[config.mk]
export PLATFORM = sky130hd
export DESIGN_NAME = pitCounterCore
export DESIGN_NICKNAME = d
export VERILOG_FILES = /design/src/rtl/pitCorePkg.sv /design/src/rtl/pitGateEdge.sv /design/src/rtl/pitCounterDp.sv /design/src/rtl/pitCounterCtrl.sv /design/src/rtl/pitCounterCore.sv
export SDC_FILE = /design/constraint.sdc
export NUM_CORES = 1
export LEC_CHECK = 0
export BUFFER_PORTS_ARGS = -buffer_cell sky130_fd_sc_hd__buf_2
export CAP_MARGIN = 20
export CELL_PAD_IN_SITES_DETAIL_PLACEMENT = 1
export CELL_PAD_IN_SITES_GLOBAL_PLACEMENT = 1
export CORE_MARGIN = 10
export CORE_UTILIZATION = 46
export DETAILED_ROUTE_END_ITERATION = 8
export PLACE_DENSITY = 0.81
export RECOVER_POWER = 50
export SLEW_MARGIN = 20
export SYNTH_ARGS = -nofsm -noshare
export SYNTH_HDL_FRONTEND = slang
export SYNTH_SLANG_ARGS = --single-unit
[constraint.sdc]
create_clock -name clk -period 5.8 [get_ports clk]
set_input_delay 0.58 -clock clk [delete_from_list [all_inputs] [get_ports clk]]
set_output_delay 0.58 -clock clk [all_outputs]
set_load 0.05 [all_outputs]
[src/rtl/pitCorePkg.sv]
package pitCorePkg;

  typedef enum logic [2:0] {
    MODE_TC_INT    = 3'd0,
    MODE_ONESHOT   = 3'd1,
    MODE_RATE      = 3'd2,
    MODE_SQUARE    = 3'd3,
    MODE_SW_STROBE = 3'd4,
    MODE_HW_STROBE = 3'd5
  } cntMode_e;

  // strobes from control to datapath
  typedef struct packed {
    logic takeNew;   // capture reload value from the port
    logic reload;    // reload count from stored value
    logic useHalf;   // reload with odd-value half-period rounding
    logic highHalf;  // rounding direction: high half gets +1
    logic dec1;      // step by one
    logic dec2;      // step by two
  } dpCtrl_t;

  function automatic cntMode_e normMode(input logic [2:0] raw);
    if (raw[2] && raw[1]) return cntMode_e'({1'b0, raw[1:0]});
    return cntMode_e'(raw);
  endfunction

endpackage

[src/rtl/pitGateEdge.sv]
module pitGateEdge (
  input  logic clk,
  input  logic rstN,
  input  logic gate,
  output logic gateRise
);
  logic gatePrev;

  always_ff @(posedge clk) begin
    if (!rstN) gatePrev <= 1'b0;
    else       gatePrev <= gate;
  end

  assign gateRise = gate & ~gatePrev;
endmodule

[src/rtl/pitCounterDp.sv]
module pitCounterDp
  import pitCorePkg::*;
#(
  parameter int W = 16
) (
  input  logic         clk,
  input  logic         rstN,
  input  dpCtrl_t      ctl,
  input  logic [W-1:0] newVal,
  output logic [W-1:0] cntQ,
  output logic         cntIsOne,
  output logic         cntIsTwo
);
  localparam logic [W-1:0] ONE = W'(1);
  localparam logic [W-1:0] TWO = W'(2);

  logic [W-1:0] reloadQ;
  logic [W-1:0] srcVal;
  logic [W-1:0] halfVal;
  logic [W-1:0] startVal;

  assign srcVal   = ctl.takeNew ? newVal : reloadQ;
  assign halfVal  = srcVal[0] ? (ctl.highHalf ? srcVal + ONE : srcVal - ONE) : srcVal;
  assign startVal = ctl.useHalf ? halfVal : srcVal;

  always_ff @(posedge clk) begin
    if (!rstN) begin
      reloadQ <= '0;
      cntQ    <= '0;
    end else begin
      if (ctl.takeNew) reloadQ <= newVal;
      if (ctl.takeNew || ctl.reload) cntQ <= startVal;
      else if (ctl.dec1)             cntQ <= cntQ - ONE;
      else if (ctl.dec2)             cntQ <= cntQ - TWO;
    end
  end

  assign cntIsOne = (cntQ == ONE);
  assign cntIsTwo = (cntQ == TWO);
endmodule

[src/rtl/pitCounterCtrl.sv]
module pitCounterCtrl
  import pitCorePkg::*;
(
  input  logic       clk,
  input  logic       rstN,
  input  logic       cntEn,
  input  logic       gate,
  input  logic       gateRise,
  input  logic       loadStb,
  input  logic [2:0] loadMode,
  input  logic       cntIsOne,
  input  logic       cntIsTwo,
  output dpCtrl_t    ctl,
  output logic       outPin
);
  cntMode_e modeQ, modeD;
  logic     runQ, runD;
  logic     outQ, outD;
  logic     levelGated;
  logic     edgeTrig;
  logic     stepOk;

  always_comb begin
    levelGated = (modeQ == MODE_TC_INT) || (modeQ == MODE_RATE) ||
                 (modeQ == MODE_SQUARE) || (modeQ == MODE_SW_STROBE);
    edgeTrig   = (modeQ == MODE_ONESHOT) || (modeQ == MODE_RATE) ||
                 (modeQ == MODE_SQUARE) || (modeQ == MODE_HW_STROBE);
    stepOk     = cntEn && runQ && (gate || !levelGated);
  end

  always_comb begin
    ctl   = '0;
    modeD = modeQ;
    runD  = runQ;
    outD  = outQ;
    if (loadStb) begin
      modeD        = normMode(loadMode);
      ctl.takeNew  = 1'b1;
      ctl.useHalf  = (modeD == MODE_SQUARE);
      ctl.highHalf = 1'b1;
      outD         = (modeD != MODE_TC_INT);
      runD         = !((modeD == MODE_ONESHOT) || (modeD == MODE_HW_STROBE));
    end else if (gateRise && edgeTrig) begin
      ctl.reload   = 1'b1;
      ctl.useHalf  = (modeQ == MODE_SQUARE);
      ctl.highHalf = 1'b1;
      outD         = (modeQ != MODE_ONESHOT);
      runD         = 1'b1;
    end else if (stepOk) begin
      case (modeQ)
        MODE_TC_INT, MODE_ONESHOT: begin
          ctl.dec1 = 1'b1;
          if (cntIsOne) outD = 1'b1;
        end
        MODE_SW_STROBE, MODE_HW_STROBE: begin
          ctl.dec1 = 1'b1;
          outD     = !cntIsOne;
        end
        MODE_RATE: begin
          if (cntIsOne) begin
            ctl.reload = 1'b1;
            outD       = 1'b1;
          end else begin
            ctl.dec1 = 1'b1;
            outD     = !cntIsTwo;
          end
        end
        MODE_SQUARE: begin
          if (cntIsTwo) begin
            ctl.reload   = 1'b1;
            ctl.useHalf  = 1'b1;
            ctl.highHalf = !outQ;
            outD         = !outQ;
          end else begin
            ctl.dec2 = 1'b1;
          end
        end
        default: ;
      endcase
    end
  end

  always_ff @(posedge clk) begin
    if (!rstN) begin
      modeQ <= MODE_TC_INT;
      runQ  <= 1'b0;
      outQ  <= 1'b1;
    end else begin
      modeQ <= modeD;
      runQ  <= runD;
      outQ  <= outD;
    end
  end

  assign outPin = outQ;
endmodule

[src/rtl/pitCounterCore.sv]
module pitCounterCore
  import pitCorePkg::*;
#(
  parameter int W = 16
) (
  input  logic         clk,
  input  logic         rstN,
  input  logic         cntEn,
  input  logic         gate,
  input  logic         loadStb,
  input  logic [2:0]   loadMode,
  input  logic [W-1:0] loadVal,
  output logic [W-1:0] count,
  output logic         outPin
);
  dpCtrl_t ctl;
  logic    gateRise;
  logic    cntIsOne;
  logic    cntIsTwo;

  pitGateEdge uEdge (
    .clk      (clk),
    .rstN     (rstN),
    .gate     (gate),
    .gateRise (gateRise)
  );

  pitCounterCtrl uCtrl (
    .clk      (clk),
    .rstN     (rstN),
    .cntEn    (cntEn),
    .gate     (gate),
    .gateRise (gateRise),
    .loadStb  (loadStb),
    .loadMode (loadMode),
    .cntIsOne (cntIsOne),
    .cntIsTwo (cntIsTwo),
    .ctl      (ctl),
    .outPin   (outPin)
  );

  pitCounterDp #(.W(W)) uDp (
    .clk      (clk),
    .rstN     (rstN),
    .ctl      (ctl),
    .newVal   (loadVal),
    .cntQ     (count),
    .cntIsOne (cntIsOne),
    .cntIsTwo (cntIsTwo)
  );
endmodule

# After elaboration in Yosys (flattened, before gate mapping)
# Cells that the tools add are included.
# totals
wordCells	89
input_bits	24
register_bits	38
# classes
eq_ne	13
addsub	4
n_reduce_logical	28
bitwise_logic	2
n_mux	36
# ops
operator	n
$mux W16	7
$sub A16 B1 Y16 const B	2
$add A16 B1 Y16 const B	1
$eq A16 B1 Y1 const B	1
$eq A16 B2 Y1 const B	1
$mux W1	16
$sub A16 B2 Y16 const B	1
$mux W3	5
$eq A3 B2 Y1 const B	3
$eq A3 B3 Y1 const B	3
$logic_or A1 B1 Y1	9
$reduce_bool A3 Y1	3
$mux W2	4
$eq A3 B1 Y1 const B	2
$reduce_bool A6 Y1	1
$logic_not A1 Y1	5
$mux W5	1
$logic_and A1 B1 Y1	4
$ne A4 B2 Y1 const B	1
$ne A4 B3 Y1 const B	1
$pmux W1 S2	2
$pmux W1 S4	1
$reduce_and A4 Y1	1
$reduce_or A2 Y1	2
other kinds (6)	6

# Depth between registers and ports, before layout
# depth
ltp_word	14
mapped_depth	14
mapped_depth_nobuf	13

# Hierarchy
# From an unflattened synthesis, not the netlist that was laid out.
# unflattened
hier_cells	377
hier_area_um2	3054.2
# modules_own_cells
mod	n_inst	area_each_um2	seq_area_each_um2	cells_each
pitCounterDp	1	2542.4	640.6	313
pitCounterCtrl	1	471.7	100.1	61
pitGateEdge	1	40.0	20.0	3

# Least setup slack after synthesis
# OpenSTA, ideal clock, no wires.
# synth_timing
path_type	reg2reg
start	reg uDp.cntQ[4]
end	reg uDp.cntQ[14]
setup_ns	0.125
required_ns	5.675
stages_incl_launch_ff	13
slack_ns	1.677
synth_period_minus_slack_ns	4.123
arrival_ns	3.998
path_cell_list	dfxtp_1 or4_4 nor3_4 and4_2 a31oi_1 ha_1 and4_1 a221oi_1 a21oi_1 o31a_1 or3_1 a31oi_1 o22ai_1
# synth_between
elab_chain_cells	10
elab_cells_between_ends	26
classes_between	2 x add/sub; 2 x eq/ne; 20 x mux; 2 x reduce/logical
# synth_rtl
element	line_no	rtl
start, declared	pitCounterDp.sv:10	output logic [W-1:0] cntQ,
start signal, assigned	pitCounterDp.sv:32	if (ctl.takeNew || ctl.reload) cntQ <= startVal;
start signal, assigned	pitCounterDp.sv:33	else if (ctl.dec1) cntQ <= cntQ - ONE;
start signal, assigned	pitCounterDp.sv:34	else if (ctl.dec2) cntQ <= cntQ - TWO;
$eq A16 B2 Y1	pitCounterDp.sv:39	assign cntIsTwo = (cntQ == TWO);
$mux W3	pitCounterCtrl.sv:69	if (cntIsTwo) begin
$mux W2	pitCounterCtrl.sv:50	case (modeQ)
$mux W5	pitCounterCtrl.sv:49	end else if (stepOk) begin
$mux W3	pitCounterCtrl.sv:43	end else if (gateRise && edgeTrig) begin
$mux W2	pitCounterCtrl.sv:36	if (loadStb) begin
$mux W16 (2 in series)	pitCounterDp.sv:23	assign halfVal = srcVal[0] ? (ctl.highHalf ? srcVal + ONE : srcVal - ONE) : srcVal;
$mux W16	pitCounterDp.sv:24	assign startVal = ctl.useHalf ? halfVal : srcVal;
$mux W16	pitCounterDp.sv:32	
# Several ways; a longest one is shown, not always the timed one. The select of a mux whose other input is x is not followed.
# A chain may end at the register's enable or synchronous reset.

# Worst setup path after layout
# layout_timing
start	in loadStb
end	reg uDp.cntQ[14]
# layout_between
elab_chain_cells	7
elab_cells_between_ends	14
classes_between	2 x add/sub; 10 x mux; 2 x reduce/logical
# layout_rtl
element	line_no	rtl
start, declared	pitCounterCore.sv:10	input logic loadStb,
$mux W1	pitCounterCtrl.sv:36	
$mux W16	n/a	
$sub A16 B1 Y16 or $add A16 B1 Y16 (tied branches)	pitCounterDp.sv:23	
$mux W16 (2 in series)	pitCounterDp.sv:23	
$mux W16	pitCounterDp.sv:24	
$mux W16	pitCounterDp.sv:32	
# Several ways; a longest one is shown, not always the timed one.

==> run summary <==
The flow ran to the end, and the final reports show no timing, DRC or antenna violations. The endpoint identified for the worst register-to-register timing path is uDp.cntQ[14]. Summed over all layers, the global routing overflow is 0.

The tightest min-delay check is of the reg -> reg type. 0 antenna diodes ended up in the layout. The number of standard cells in the final layout excluding fillers came out at 437. Averaged over all synthesized cells, the footprint is 8.443 um^2. The worst voltage drop across the vdd grid came out at 0.1622 mV.

Counting flops with an async set or reset pin after synthesis yields a share of 0%. The all-layer global routing usage came out at 17.56%. The number of nets in the synthesized netlist is 368. The utilization of the core after routing came out at 52.63%. The number of search-and-repair iterations in the first detailed-routing pass came out at 4. The number of ports placed on the die boundary is 41. The number of endpoints failing setup at the final stage is 0. The number of cells on the worst reg-to-reg path is 13. The height of the die is 97.24 um. Subtracting the final worst setup slack from the clock period gives 4.505 ns. The die outline width came out at 97.24 um. STA classifies the critical path startpoint as an input port. Summing over every cut layer, the via total after detailed routing is 2607. The standard cell area after detailed placement came out at 2990 um^2. After detailed routing, the number of remaining DRC violations is 0. The power after layout is 0.7691 mW. The H-tree depth came out at 2. The detailed router's first-iteration violation count came out at 100.

The final hold violation count came to 0. The number of clock sinks is 38. The ratio of total power to cell area is 249.8 nW/um^2. Of all nets on the critical path, the largest fanout is 24. Data arrives at the worst endpoint at 4.68 ns. The first global-routing pass estimated 14010 um of wire.

Once detail routing completed, the nets flagged for antenna violations numbered 0. The number of setup buffers added after CTS came out at 0. The maximum buffer depth of the clock tree came out at 2. The hold-critical path endpoint is uDp.reloadQ[9].

The number of buffers inserted for hold repair after clock tree synthesis came out at 0. The warning count from the yosys run is 0. In the final design database the tool counted 404 nets. After legalization and detailed placement, the total HPWL measured 6350 um. The die covers 9455 um^2. The latest clock arrival within the worst-skew pair came out at 0.30 ns. The final worst-path setup slack is 1.295 ns. In this run the most critical hold path is launched from uDp.reloadQ[9].

The element type at the critical path end is a register. The post-detailed-routing wire length is 8382 um. The count of cell types in the netlist came out at 61. The max-slew violation count is 0. Entering global routing, the biggest net connects 25 pins. The CTS clock-pin slew for the worst setup and hold paths came out at 0.08 ns.

TritonCTS built the clock tree. The number of placed cells counting well taps came out at 429. Before CTS, the worst setup slack after placement is 1.671 ns.

Of the cells placed in the final design, the portion with a size suffix greater than 1 is 15.19%. The combined area of all synthesized cells is 2744 um^2. Across all register-to-register paths, the minimum setup slack is 1.61 ns. For the pin with the worst max-slew slack, the measured transition is 1.447 ns.

Post-CTS repair changed the size of 0 cells. The initial core utilization came out at 46.90%. The sequential cell area fraction in the yosys report came out at 27.72%.

The number of placement rows came out at 28. In the finished design, the share of the clock period the worst path needs comes to 77.66%. The cell depth of the worst hold path is 2. For the worst setup path, the data required time is 5.97 ns. The count of flip-flops with a built-in enable after synthesis is 0. The count of buffers added on input and output ports is 40. The area added between synthesis and finish is 12.22%. The total leakage power came out at 1.261 nW. Counting every instance in the synthesized netlist gives 325. The worst setup skew after layout is 0.006615 ns. The number of antenna violations at the first check in global routing is 0. The global placer's final weighted congestion is 0.8815. Once layout is done, the placed cells without fillers occupy 3079 um^2. The peak clock frequency supported by timing is 222.0 MHz. TritonCTS created 5 clock buffers. The top flip-flop cell by instance count after synthesis is sky130_fd_sc_hd__dfxtp_1. Setup total negative slack on the finished layout was measured at 0 ns. The reg-to-reg startpoint is uDp.cntQ[4]. The detail-routed via count per cell is 5.966. Hold timing on the final database bottoms out at a slack of 0.5053 ns.

The critical path starts at loadStb. Synthesis inferred 38 register bits. The number of max-cap violations came out at 0.

The number of global-route vias before repair is 2842. The max-slew headroom at the worst pin is 3.534%. The mean routed wirelength per cell is 19.18 um. The critical path in this run is classified as in -> reg.

The tree is rooted in a sky130_fd_sc_hd__clkbuf_8. The region available for standard cell placement spans 5851 um^2. Setup repair after global routing left no endpoint under its margin.
[power by group]
part | switching, mW | total (mW) | internal, mW
clock | 0.102 | 0.222 | 0.120
sequential | 0.0187 | 0.298 | 0.279
combinational | 0.158 | 0.249 | 0.0912
[worst max path at each step]
| stage | end | slack [ns] | cells past startpoint |
|---|---|---|---|
| global placement | uDp.cntQ[14] | 1.89 | 13 |
| global route | uDp.cntQ[14] | 1.06 | 13 |
| finish | uDp.cntQ[14] | 1.30 | 13 |
| detailed placement | uDp.cntQ[14] | 1.67 | 13 |
| floorplan | uDp.cntQ[14] | 1.68 | 12 |
| CTS | uDp.cntQ[14] | 1.64 | 13 |
[sequential cells by signal, indices dropped and copies added (netlist names)]
signal and cells:
uDp.cntQ 16, uDp.reloadQ 16, uCtrl.modeQ 3, uCtrl.outPin 1, uCtrl.runQ 1, uEdge.gatePrev 1
[critical path, stage by stage]
cell and delay (ns):
sky130_fd_sc_hd__clkbuf_1 1.03, sky130_fd_sc_hd__inv_1 0.26, sky130_fd_sc_hd__o31ai_1 0.29, sky130_fd_sc_hd__a31oi_1 0.08, sky130_fd_sc_hd__buf_4 0.25, sky130_fd_sc_hd__ha_1 0.36
sky130_fd_sc_hd__and4_1 0.24, sky130_fd_sc_hd__a221oi_1 0.45, sky130_fd_sc_hd__a21oi_1 0.22, sky130_fd_sc_hd__o31a_1 0.35, sky130_fd_sc_hd__or3_1 0.31, sky130_fd_sc_hd__a31oi_1 0.17
sky130_fd_sc_hd__o22ai_1 0.09
[per-layer routing]
layer	wire length (um)	vias up	GRT usage (%)
li1	-	1268	-
met1	3758	1276	20.61
met2	4022	46	29.89
met3	351	17	3.983
met4	249	0	7.383
met5	0	-	0
[cells in the final DEF (no fill, tap or decap), types with 2 or more instances in the layout]
cell type                  Yosys  routed
sky130_fd_sc_hd__xnor2_1      14      14
sky130_fd_sc_hd__nor2_1       30      30
sky130_fd_sc_hd__a31o_2        2       2
sky130_fd_sc_hd__a21boi_0      2       2
sky130_fd_sc_hd__a21oi_1      18      18
sky130_fd_sc_hd__mux2_1        0       8
sky130_fd_sc_hd__ha_1         19      19
sky130_fd_sc_hd__a211o_1       2       2
sky130_fd_sc_hd__xor2_1       10      10
sky130_fd_sc_hd__o22ai_1       4       4
sky130_fd_sc_hd__clkbuf_1     11      17
sky130_fd_sc_hd__a41oi_1       2       2
sky130_fd_sc_hd__o32ai_1       2       2
sky130_fd_sc_hd__or3_1         2       2
sky130_fd_sc_hd__and2_1       13      13
sky130_fd_sc_hd__inv_1        11      11
sky130_fd_sc_hd__nand3_1       3       3
sky130_fd_sc_hd__mux2i_1      11      11
sky130_fd_sc_hd__o211ai_1      6       6
sky130_fd_sc_hd__nand2b_1      4       4
sky130_fd_sc_hd__o31ai_1       5       5
sky130_fd_sc_hd__nor2b_1       5       5
sky130_fd_sc_hd__mux2_2       12       4
sky130_fd_sc_hd__nor3_1        7       7
sky130_fd_sc_hd__o21a_1        3       3
sky130_fd_sc_hd__nand4_1       3       3
sky130_fd_sc_hd__a31oi_1       8       8
sky130_fd_sc_hd__a311oi_1      2       2
sky130_fd_sc_hd__clkbuf_8      1       8
sky130_fd_sc_hd__nand2_1      24      24
sky130_fd_sc_hd__nor3_2        2       2
sky130_fd_sc_hd__nor4_1        5       5
sky130_fd_sc_hd__buf_4         1       2
sky130_fd_sc_hd__a221oi_1      2       2
sky130_fd_sc_hd__or4_4         2       2
sky130_fd_sc_hd__o21ai_0      12      12
sky130_fd_sc_hd__or3_2         3       3
sky130_fd_sc_hd__buf_2         0      23
sky130_fd_sc_hd__dfxtp_1      38      38
[synth_stat cells (7+ instances only)]
library cell | instances | share of area [%]
sky130_fd_sc_hd__mux2i_1 | 11 | 4.0
sky130_fd_sc_hd__nand2_1 | 24 | 3.3
sky130_fd_sc_hd__and2_1 | 13 | 3.0
sky130_fd_sc_hd__mux2_2 | 12 | 4.9
sky130_fd_sc_hd__ha_1 | 19 | 8.7
sky130_fd_sc_hd__o21ai_0 | 12 | 2.2
sky130_fd_sc_hd__inv_1 | 11 | 1.5
sky130_fd_sc_hd__clkbuf_1 | 11 | 1.5
sky130_fd_sc_hd__a31oi_1 | 8 | 1.8
sky130_fd_sc_hd__xor2_1 | 10 | 3.2
sky130_fd_sc_hd__dfxtp_1 | 38 | 28
sky130_fd_sc_hd__nor2_1 | 30 | 4.1
sky130_fd_sc_hd__xnor2_1 | 14 | 4.5
sky130_fd_sc_hd__a21oi_1 | 18 | 3.3
sky130_fd_sc_hd__nor3_1 | 7 | 1.3
[cell families (layout without fill, tap and decap cells)]
group / count (synthesis) / in the layout / share of synthesized area [%]
adders and majority gates: 19 / 19 / 8.664
AOI/OAI and AO/OA: 83 / 83 / 20.98
buffers and inverters: 25 / 62 / 3.921
muxes: 23 / 23 / 8.938
xor gates and xnor gates: 24 / 24 / 7.661
DFF: 38 / 38 / 27.72
and+or+nand+nor: 113 / 113 / 22.12
[layout make-up]
type	count	area, um^2
clock buffers	8	110.1
multi-input cells	262	1876
flip-flops and latches	38	760.7
inverters	12	45.04
repair buffers	42	193.9
fillers	714	2771
well taps	75	93.84
No activity file was read; power rests on OpenSTA's default activity.
